`config.mk`:
```
export PLATFORM = sky130hd
export DESIGN_NAME = sc_victim_sel
export DESIGN_NICKNAME = d
export VERILOG_FILES = /design/src/rtl/sc_pkg.sv /design/src/rtl/sc_way_slot.sv /design/src/rtl/sc_scan_ctl.sv /design/src/rtl/sc_victim_sel.sv
export SDC_FILE = /design/constraint.sdc
export NUM_CORES = 1
export LEC_CHECK = 0
export CORE_AREA = 2 2 50 52
export DETAILED_ROUTE_END_ITERATION = 16
export DIE_AREA = 0 0 52 54
export DONT_BUFFER_PORTS = 1
export GPL_ROUTABILITY_DRIVEN = 0
export HOLD_SLACK_MARGIN = 0.02
export PLACE_DENSITY = 0.5
export SLEW_MARGIN = 0
export SYNTH_ARGS = -nofsm -noshare
export SYNTH_HDL_FRONTEND = slang
export SYNTH_SLANG_ARGS = --single-unit
```
`constraint.sdc`:
```
create_clock -name clk -period 1.9 [get_ports clk]
set_clock_uncertainty 0.05 [all_clocks]
set_input_delay 0.57 -clock clk [delete_from_list [all_inputs] [get_ports clk]]
set_output_delay 0.57 -clock clk [all_outputs]
set_load 0.01 [all_outputs]
```
`src/rtl/sc_pkg.sv`:
```
package sc_pkg;
  typedef enum logic {
    SC_IDLE = 1'b0,
    SC_SCAN = 1'b1
  } sc_state_e;
endpackage

```
`src/rtl/sc_way_slot.sv`:
```
module sc_way_slot #(
  parameter int HIST = 2
) (
  input  logic            clk,
  input  logic            rst_n,
  input  logic            hit,
  input  logic            fill,
  input  logic            inval,
  input  logic            exam,
  output logic            ref_o,
  output logic [HIST-1:0] hist_o,
  output logic            valid_o,
  output logic            keep_o
);
  // usage bit enters at the top, older history moves toward bit 0
  function automatic logic [HIST-1:0] push_use(input logic u, input logic [HIST-1:0] h);
    return (h >> 1) | (HIST'(u) << (HIST - 1));
  endfunction

  logic [HIST-1:0] hist_next;
  assign hist_next = push_use(ref_o, hist_o);
  assign keep_o    = (hist_next != '0);

  always_ff @(posedge clk) begin
    if (!rst_n) begin
      ref_o   <= 1'b0;
      hist_o  <= '0;
      valid_o <= 1'b0;
    end else if (inval) begin
      ref_o   <= 1'b0;
      hist_o  <= '0;
      valid_o <= 1'b0;
    end else if (fill) begin
      ref_o   <= 1'b0;
      hist_o  <= '0;
      valid_o <= 1'b1;
    end else begin
      if (exam) hist_o <= hist_next;
      if (hit) ref_o <= 1'b1;
      else if (exam) ref_o <= 1'b0;
    end
  end

  p_fill_clear_r3: assert property (@(posedge clk) disable iff (!rst_n)
    fill |=> !ref_o);
  p_hit_set_r4: assert property (@(posedge clk) disable iff (!rst_n)
    (hit && !fill && !inval) |=> ref_o);
  p_exam_clear_r6: assert property (@(posedge clk) disable iff (!rst_n)
    (exam && !hit && !fill && !inval) |=> !ref_o);
endmodule

```
`src/rtl/sc_scan_ctl.sv`:
```
module sc_scan_ctl
  import sc_pkg::*;
#(
  parameter int WAYS = 4,
  localparam int WW = $clog2(WAYS)
) (
  input  logic            clk,
  input  logic            rst_n,
  input  logic            vreq,
  input  logic [WAYS-1:0] valid_vec,
  input  logic [WAYS-1:0] keep_vec,
  output logic [WAYS-1:0] exam_vec,
  output logic            scanning,
  output logic            busy,
  output logic            victim_valid,
  output logic [WW-1:0]   victim_way
);
  function automatic logic [WW-1:0] step_ptr(input logic [WW-1:0] p);
    return (p == WW'(WAYS - 1)) ? '0 : p + 1'b1;
  endfunction

  function automatic logic [WW-1:0] lowest_empty(input logic [WAYS-1:0] v);
    logic [WW-1:0] r;
    r = '0;
    for (int i = WAYS - 1; i >= 0; i--) if (!v[i]) r = WW'(i);
    return r;
  endfunction

  sc_state_e     state;
  logic [WW-1:0] ptr;
  logic          accept, any_empty, found;

  assign scanning  = (state == SC_SCAN);
  assign busy      = scanning || victim_valid;
  assign accept    = vreq && !busy;
  assign any_empty = !(&valid_vec);
  assign found     = scanning && !keep_vec[ptr];

  always_comb begin
    exam_vec = '0;
    if (scanning) exam_vec[ptr] = 1'b1;
  end

  always_ff @(posedge clk) begin
    if (!rst_n) begin
      state        <= SC_IDLE;
      ptr          <= '0;
      victim_valid <= 1'b0;
      victim_way   <= '0;
    end else begin
      victim_valid <= 1'b0;
      if (accept) begin
        if (any_empty) begin
          victim_valid <= 1'b1;
          victim_way   <= lowest_empty(valid_vec);
        end else begin
          state <= SC_SCAN;
        end
      end else if (scanning) begin
        ptr <= step_ptr(ptr);
        if (found) begin
          state        <= SC_IDLE;
          victim_valid <= 1'b1;
          victim_way   <= ptr;
        end
      end
    end
  end

  p_pulse_r8: assert property (@(posedge clk) disable iff (!rst_n)
    victim_valid |=> !victim_valid);
  p_fast_empty_r2: assert property (@(posedge clk) disable iff (!rst_n)
    (accept && any_empty) |=> (victim_valid && !valid_vec[victim_way]));
  p_found_way_r6: assert property (@(posedge clk) disable iff (!rst_n)
    found |=> (victim_valid && victim_way == $past(ptr)));
endmodule

```
`src/rtl/sc_victim_sel.sv`:
```
module sc_victim_sel #(
  parameter int WAYS = 4,
  parameter int HIST = 2,
  localparam int WW = $clog2(WAYS),
  localparam int SCAN_MAX = HIST * WAYS + 1
) (
  input  logic          clk,
  input  logic          rst_n,
  input  logic          hit_en,
  input  logic [WW-1:0] hit_way,
  input  logic          fill_en,
  input  logic [WW-1:0] fill_way,
  input  logic          inval_en,
  input  logic [WW-1:0] inval_way,
  input  logic          vreq,
  output logic          busy,
  output logic          victim_valid,
  output logic [WW-1:0] victim_way
);
  logic [WAYS-1:0] valid_vec, keep_vec, exam_vec, ref_vec;
  logic            scanning;

  for (genvar g = 0; g < WAYS; g++) begin : g_way
    logic [HIST-1:0] hist_w;
    sc_way_slot #(.HIST(HIST)) u_slot (
      .clk     (clk),
      .rst_n   (rst_n),
      .hit     (hit_en && hit_way == WW'(g)),
      .fill    (fill_en && fill_way == WW'(g)),
      .inval   (inval_en && inval_way == WW'(g)),
      .exam    (exam_vec[g]),
      .ref_o   (ref_vec[g]),
      .hist_o  (hist_w),
      .valid_o (valid_vec[g]),
      .keep_o  (keep_vec[g])
    );
  end

  sc_scan_ctl #(.WAYS(WAYS)) u_ctl (
    .clk          (clk),
    .rst_n        (rst_n),
    .vreq         (vreq),
    .valid_vec    (valid_vec),
    .keep_vec     (keep_vec),
    .exam_vec     (exam_vec),
    .scanning     (scanning),
    .busy         (busy),
    .victim_valid (victim_valid),
    .victim_way   (victim_way)
  );

  // scan length watch: restarts when a hit could extend the search
  logic [$clog2(SCAN_MAX + 2):0] scan_cnt;
  always_ff @(posedge clk) begin
    if (!rst_n || !scanning || hit_en) scan_cnt <= '0;
    else scan_cnt <= scan_cnt + 1'b1;
  end

  p_bound_r7: assert property (@(posedge clk) disable iff (!rst_n)
    scan_cnt <= SCAN_MAX);
  p_onehot_exam_r7: assert property (@(posedge clk) disable iff (!rst_n)
    $onehot0(exam_vec) && (scanning == (exam_vec != '0)));
  p_reset_idle_r1: assert property (@(posedge clk)
    !rst_n |=> (!busy && valid_vec == '0 && ref_vec == '0));
endmodule

```
==> out/results.txt, run 1 <==
The run finished with clean final reports. The number of nets in the synthesized netlist is 123. The tools report the hold-fix buffer count after cts as 0.

The worst setup path is launched from a register. Most common cell after layout, fill and taps aside: dfxtp_1. The remaining global-route overflow is 0, and the post-route minimum period is 1660 ps.

Clock tree synthesis selected as its root buffer the cell clkbuf_4. The total non-filler cell area in the finished layout was 945 sq um. Setup repair after global routing left no endpoint under its margin.

After detailed routing, the number of remaining DRC violations is 0. The floorplan step set the die height to 54 microns. Worst setup path category: register to register. The post-CTS clock slew at the launch and capture registers of the worst setup and hold paths is 100 ps. The analysis attributes to cell leakage a power of 0.333 nW. TritonCTS built the clock tree.

The initial core utilization is 0.385, and the maximum fanout along the worst path is 9. The reported max-cap violation count is 0, and the sink count of the clock tree is 18. In this run the cell area of the synthesized design comes to 892 sq um. The share of cells above drive strength 1 was 0.0841; the number of nets with antenna violations after detailed routing was 0. 0 antenna diodes ended up in the layout. The area growth from synthesis to layout is 5.89%. For the worst slew margin relative to its limit, the log shows 0.713. In the routed layout, each cell is associated on average with a via count of 5.50.

The number of buffers between clock root and the deepest sink was 2; the count of port buffers added during placement was 0. The logs give 0 for the number of instances resized during post-cts repair and 0 for the total of warnings raised by yosys. For this block, the initial DRC count from the detailed router was 12. The number of different library cells in the post-synthesis netlist came out at 31. The worst-case IR drop observed on VDD is 0.284 mV. The first global-routing pass estimated 3290 microns of wire. The logs give 634 uW for the post-route total power and 3 for the clock buffer count from CTS. The tools report the max-slew violation count as 0. The synthesized area divided by synthesized cell count was 8.34 sq um; the maximum number of pins on one net before global-route repair was 13. The first detailed-routing pass took 4 iterations. The number of rows in the core area was 18. The power per unit of standard cell area was 671 nW/um^2. Ranked by total cell area, the synthesized netlist is headed by dfxtp_1 (40%), ha_1 (5.6%), nand2_1 (5.5%). For the worst-skew pair, the clock arrives at the later sink with an insertion delay of 290 ps. The cell taking the most area after synthesis was dfxtp_1. The portion of synthesized cell area occupied by the leading cell type is 0.404, and the number of storage elements in the synthesis netlist is 18.

In this run the post-CTS setup repair buffer count came out at 0. The core area was 2320 sq um. 16 I/O pins were placed. The final net count was 125. Die extent in x: 52 microns. The type of the tightest min-delay check was primary input to register.

The initial antenna violation count is 0, and the cell count after placement is 134. Setup total negative slack: 0 ps. Once detailed placement completed, the half-perimeter wirelength came to 1500 microns.

The worst setup path is captured at a register. The average wire per cell in the routed design is 13.8 microns, and the count of mapped cells out of synthesis is 107. The logs give 0.163 for the overall track demand over capacity in global routing and 922 sq um for the post-placement cell area.

The routed design has 1890 microns of wire. Across all hold checks on the routed design, the worst slack comes to 345 ps. The level count of the clock H-tree is 1, and the total via count after detailed routing is 753. Area enclosed by the die boundary: 2810 sq um. The final-report setup violation count is 0, and the highest clock rate is 0.602 GHz. The finished layout holds 137 standard cells, fillers aside. The sequential fraction of the synthesis area is 0.404, and the final clock period utilization by the worst path is 0.874. The slew of the pin with the lowest slew margin was 424 ps.

The hold violation count in the final report is 0, and the worst path arrival time is 1810 ps. For the worst setup path, the data required time is 2050 ps. The library cells used most frequently in the layout, excluding fill and tap cells, are dfxtp_1 (18), nand2_1 (13), nor2_1 (12), a21oi_1 (9), inv_1 (6). The run gives 713 as the via count of the first global-routing pass.
[worst max-delay path, cell delays in order (launching register included)]
cell	delay [ps]
dfxtp_1	500
nor4b_1	120
o41a_1	460
or2_1	280
and2_1	160
[logic make-up after synthesis]
logic type | count (synthesis) | synth area share
muxes | 1 | 0.0112
DFF | 18 | 0.404
AOI/OAI and AO/OA | 29 | 0.227
adders and majority gates | 4 | 0.0561
buffers and inverters | 10 | 0.0421
and+or+nand+nor | 45 | 0.259
[registers in the layout (all words and copies together) (netlist names)]
register	count
g_way.u_slot.valid_o	4
u_ctl.victim_way	2
g_way.u_slot.ref_o	4
u_ctl.ptr	2
u_ctl.scanning	1
g_way.u_slot.hist_o	4
u_ctl.victim_valid	1
[cell type report]
cell class,instances,area [sq um]
Inverter,6,22.5
Timing Repair Buffer,1,7.51
Tap cell,30,37.5
Multi-Input combinational cell,79,494
Fill cell,252,1380
Clock buffer,3,22.5
Sequential cell,18,360
[path summary, 6_finish.rpt]
check	from	end	slack (ps)	depth (start not counted)
max	u_ctl.ptr[1]$_SDFFE_PN0P_	u_ctl.victim_valid$_SDFF_PN0_	240	4
min	rst_n	u_ctl.victim_valid$_SDFF_PN0_	350	1
max reg2reg	u_ctl.ptr[1]$_SDFFE_PN0P_	u_ctl.victim_valid$_SDFF_PN0_	240	4
min reg2reg	g_way[1].u_slot.hist_o[1]$_SDFFE_PP0P_	g_way[1].u_slot.hist_o[1]$_SDFFE_PP0P_	420	2
[synthesized netlist by cell type]
library cell / instances
nand2_1: 13
dfxtp_1: 18
nor4_1: 2
or3b_1: 1
and2_1: 1
inv_1: 6
or2_1: 1
o41a_1: 1
nor4bb_1: 1
o221ai_1: 2
nor2_1: 12
nor2b_1: 2
o21a_1: 1
a22oi_1: 1
and4_1: 1
a31o_2: 2
nand2b_1: 1
or2_2: 1
nor3b_1: 3
a31oi_1: 3
o21ai_0: 3
ha_1: 4
o221a_2: 2
a32oi_1: 2
nand3_1: 4
mux2i_1: 1
a211oi_1: 1
o31ai_1: 2
clkbuf_1: 4
nor4b_1: 2
a21oi_1: 9
[metrics by stage]
stage / utilization / setup WS [ps]
2_1_floorplan: - / 327
4_1_cts: 0.407 / 230
3_5_place_dp: 0.398 / 243
5_1_grt: 0.407 / 106
6_report: 0.407 / 240
3_3_place_gp: 0.398 / 277
[metal layers]
metal	wire, microns	global-route usage	up-vias
li1	-	-	387
met1	869	0.219	354
met2	930	0.251	10
met3	76	0.0306	2
met4	12	0.0789	0
met5	0	0	-
[report_power, final]
part	switching [mW]	total, mW	internal (mW)
logic	0.0238	0.0463	0.0225
clock network	0.113	0.187	0.0736
registers	0.0118	0.401	0.389
total	0.149	0.634	0.485
No activity file was read; power rests on OpenSTA's default activity.
==> inputs of run 2 (changes only) <==
- CORE_AREA: 2 2 50 52 -> 2 2 42 44
- CTS_CLUSTER_DIAMETER: not set -> 200
- DIE_AREA: 0 0 52 54 -> 0 0 44 46
- PLACE_DENSITY: 0.5 -> 0.69
==> out/results.txt, run 2 (synthesis results as in run 1) <==
The run finished with clean final reports. The logs give 0.670 (-0.0429) for the worst slew margin relative to its limit and 1 (unchanged) for the level count of the clock H-tree. The run gives 0.186 (+0.0229) as the overall track demand over capacity in global routing. The final clock period utilization by the worst path was 0.882 (+0.00789); the final net count was 125 (unchanged).

Clock latency on the worst-skew pair: 290 ps (about the same). The run gives 2020 sq um (-28%) as the area enclosed by the die boundary. For the setup total negative slack, the log shows 0 ps (unchanged). For the count of pins on the block boundary, the log shows 16 (unchanged). The tools report the fill cell instance count of the final layout as 158 (-37%). The run gives 268 ps (+24.6 ps) as the setup slack at placement.

The number of rows in the core area was 15 (-3). The die extent in x was 44 microns (-15%). The top cell types in the final layout, fill and taps aside, are dfxtp_1 (18), nand2_1 (13), nor2_1 (12), a21oi_1 (9), inv_1 (6). Post-CTS clock slew at the launch and capture registers of the worst setup and hold paths: 100 ps (about the same). The area growth from synthesis to layout is 5.61%. The core area came out at 1610 sq um (-30%). The floorplan die height was 46 microns (-15%); the antenna diode count was 0 (unchanged). The run gives 0 (unchanged) as the number of nets with antenna violations after detailed routing. For the setup slack after layout, the log shows 225 ps (-15.0 ps). The maximum number of pins on one net before global-route repair is 13 (unchanged). The post-route total power was 684 uW (+8.0%); the number of DRC violations after detailed routing was 0 (unchanged). For the post-CTS setup buffer count, the log shows 0 (unchanged). The data required time at the worst endpoint is 2050 ps (about the same). The largest registers in the layout are g_way.u_slot.hist_o (4), g_way.u_slot.ref_o (4), g_way.u_slot.valid_o (4).

The sink count of the clock tree was 18 (unchanged); the number of iterations in the first detailed-routing pass was 4 (unchanged). The hold-fix buffer count after cts is 0 (unchanged). The via count of the first global-routing pass was 636 (-11%). The worst setup path category is register to register.

STA classifies the critical path startpoint as a register. The tools report the detailed router's first-iteration violation count as 26 (+14). The final-report setup violation count came out at 0 (unchanged). The capturing element type of the critical path was a register. The worst hold path belongs to the class primary input to register. The power per unit of standard cell area is 726 nW/um^2 (+8.3%).

For the initial core utilization, the log shows 0.553 (+0.168). TritonCTS built the clock tree. The highest clock rate was 0.597 GHz (-0.90%); the slew of the pin with the lowest slew margin was 488 ps (+63.5 ps). Setup repair after global routing left no endpoint under its margin. The clock buffer count from CTS is 3 (unchanged).

Share of cells above drive strength 1: 0.0926 (+0.00848). The tools report the initial antenna violation count as 0 (unchanged). Number of instances resized during post-cts repair: 0 (unchanged). The logs give 2 (unchanged) for the number of buffers between clock root and the deepest sink and 2730 microns (-17%) for the global-route wire length before repair. The total via count after detailed routing was 773 (+2.7%). The run gives 0 (unchanged) as the hold violation count in the final report. Leakage power: 0.340 nW (+2.2%). The cell sitting at the root of the clock tree is a clkbuf_4. The reported max-cap violation count was 0 (unchanged).

The post-route minimum period was 1680 ps (+15.0 ps); the hold slack was 343 ps (-2.52 ps). Leaving out fill and tap cells, the most frequent cell in the layout is dfxtp_1. The aggregate routed wire length was 1830 microns (-2.9%). For the maximum VDD drop, the log shows 0.564 mV (+99%).

The detail-routed via count per cell is 6.18 (+13%). The max-slew violation count is 0 (unchanged), and the remaining global-route overflow is 0 (unchanged). The placed wire-length estimate after detailed placement was 1380 microns (-7.6%). The average wire per cell in the routed design was 14.7 microns (+6.4%).

The count of port buffers added during placement was 0 (unchanged). Maximum fanout along the worst path: 9 (unchanged). The worst path arrival time came out at 1820 ps (about the same).
==> run 2: power by group <==
group | internal [mW] | total, mW | switching [mW]
Combinational | 0.0225 | 0.0466 | 0.0241
Sequential | 0.389 | 0.401 | 0.0123
Clock | 0.117 | 0.237 | 0.120
==> run 2: cell type report <==
type,count,area [sq um],share of cell area
Sequential cell,18,360,0.382
Tap cell,17,21.3,0.0226
Timing Repair Buffer,1,7.51,0.00797
Inverter,6,22.5,0.0239
Clock buffer,4,36.3,0.0385
Multi-Input combinational cell,79,494,0.525
==> run 2: worst max-delay path, stage by stage (launching register included) <==
cell	delay, ps
dfxtp_1	510
nor4b_1	130
o41a_1	460
or2_1	270
and2_1	170
==> run 2: worst paths after layout <==
kind                                                        startpoint                                endpoint  slack [ps]  depth (start not counted)
worst max-delay path                         u_ctl.ptr[1]$_SDFFE_PN0P_           u_ctl.victim_valid$_SDFF_PN0_         220                          4
worst min-delay path                                             rst_n               u_ctl.ptr[0]$_SDFFE_PN0P_         340                          1
worst max register to register               u_ctl.ptr[1]$_SDFFE_PN0P_           u_ctl.victim_valid$_SDFF_PN0_         220                          4
worst min register to register  g_way[1].u_slot.hist_o[1]$_SDFFE_PP0P_  g_way[1].u_slot.hist_o[1]$_SDFFE_PP0P_         420                          2
==> run 2: per-stage QoR <==
| stage | cell area [sq um] | utilization | cells |
|---|---|---|---|
| final | 942 | 0.584 | 125 |
| after global routing | 942 | 0.584 | 125 |
| after CTS | 942 | 0.584 | 125 |
| after detailed placement | 906 | 0.561 | 121 |
| after global placement | 906 | 0.561 | 121 |
| after floorplan | 892 | - | 107 |
==> run 2: routing by layer <==
layer	global-route usage	part of all wire	up-vias
met5	0	0	-
met4	0.0727	0.016	0
met3	0.0278	0.056	4
met2	0.300	0.47	27
met1	0.249	0.46	351
li1	-	-	391
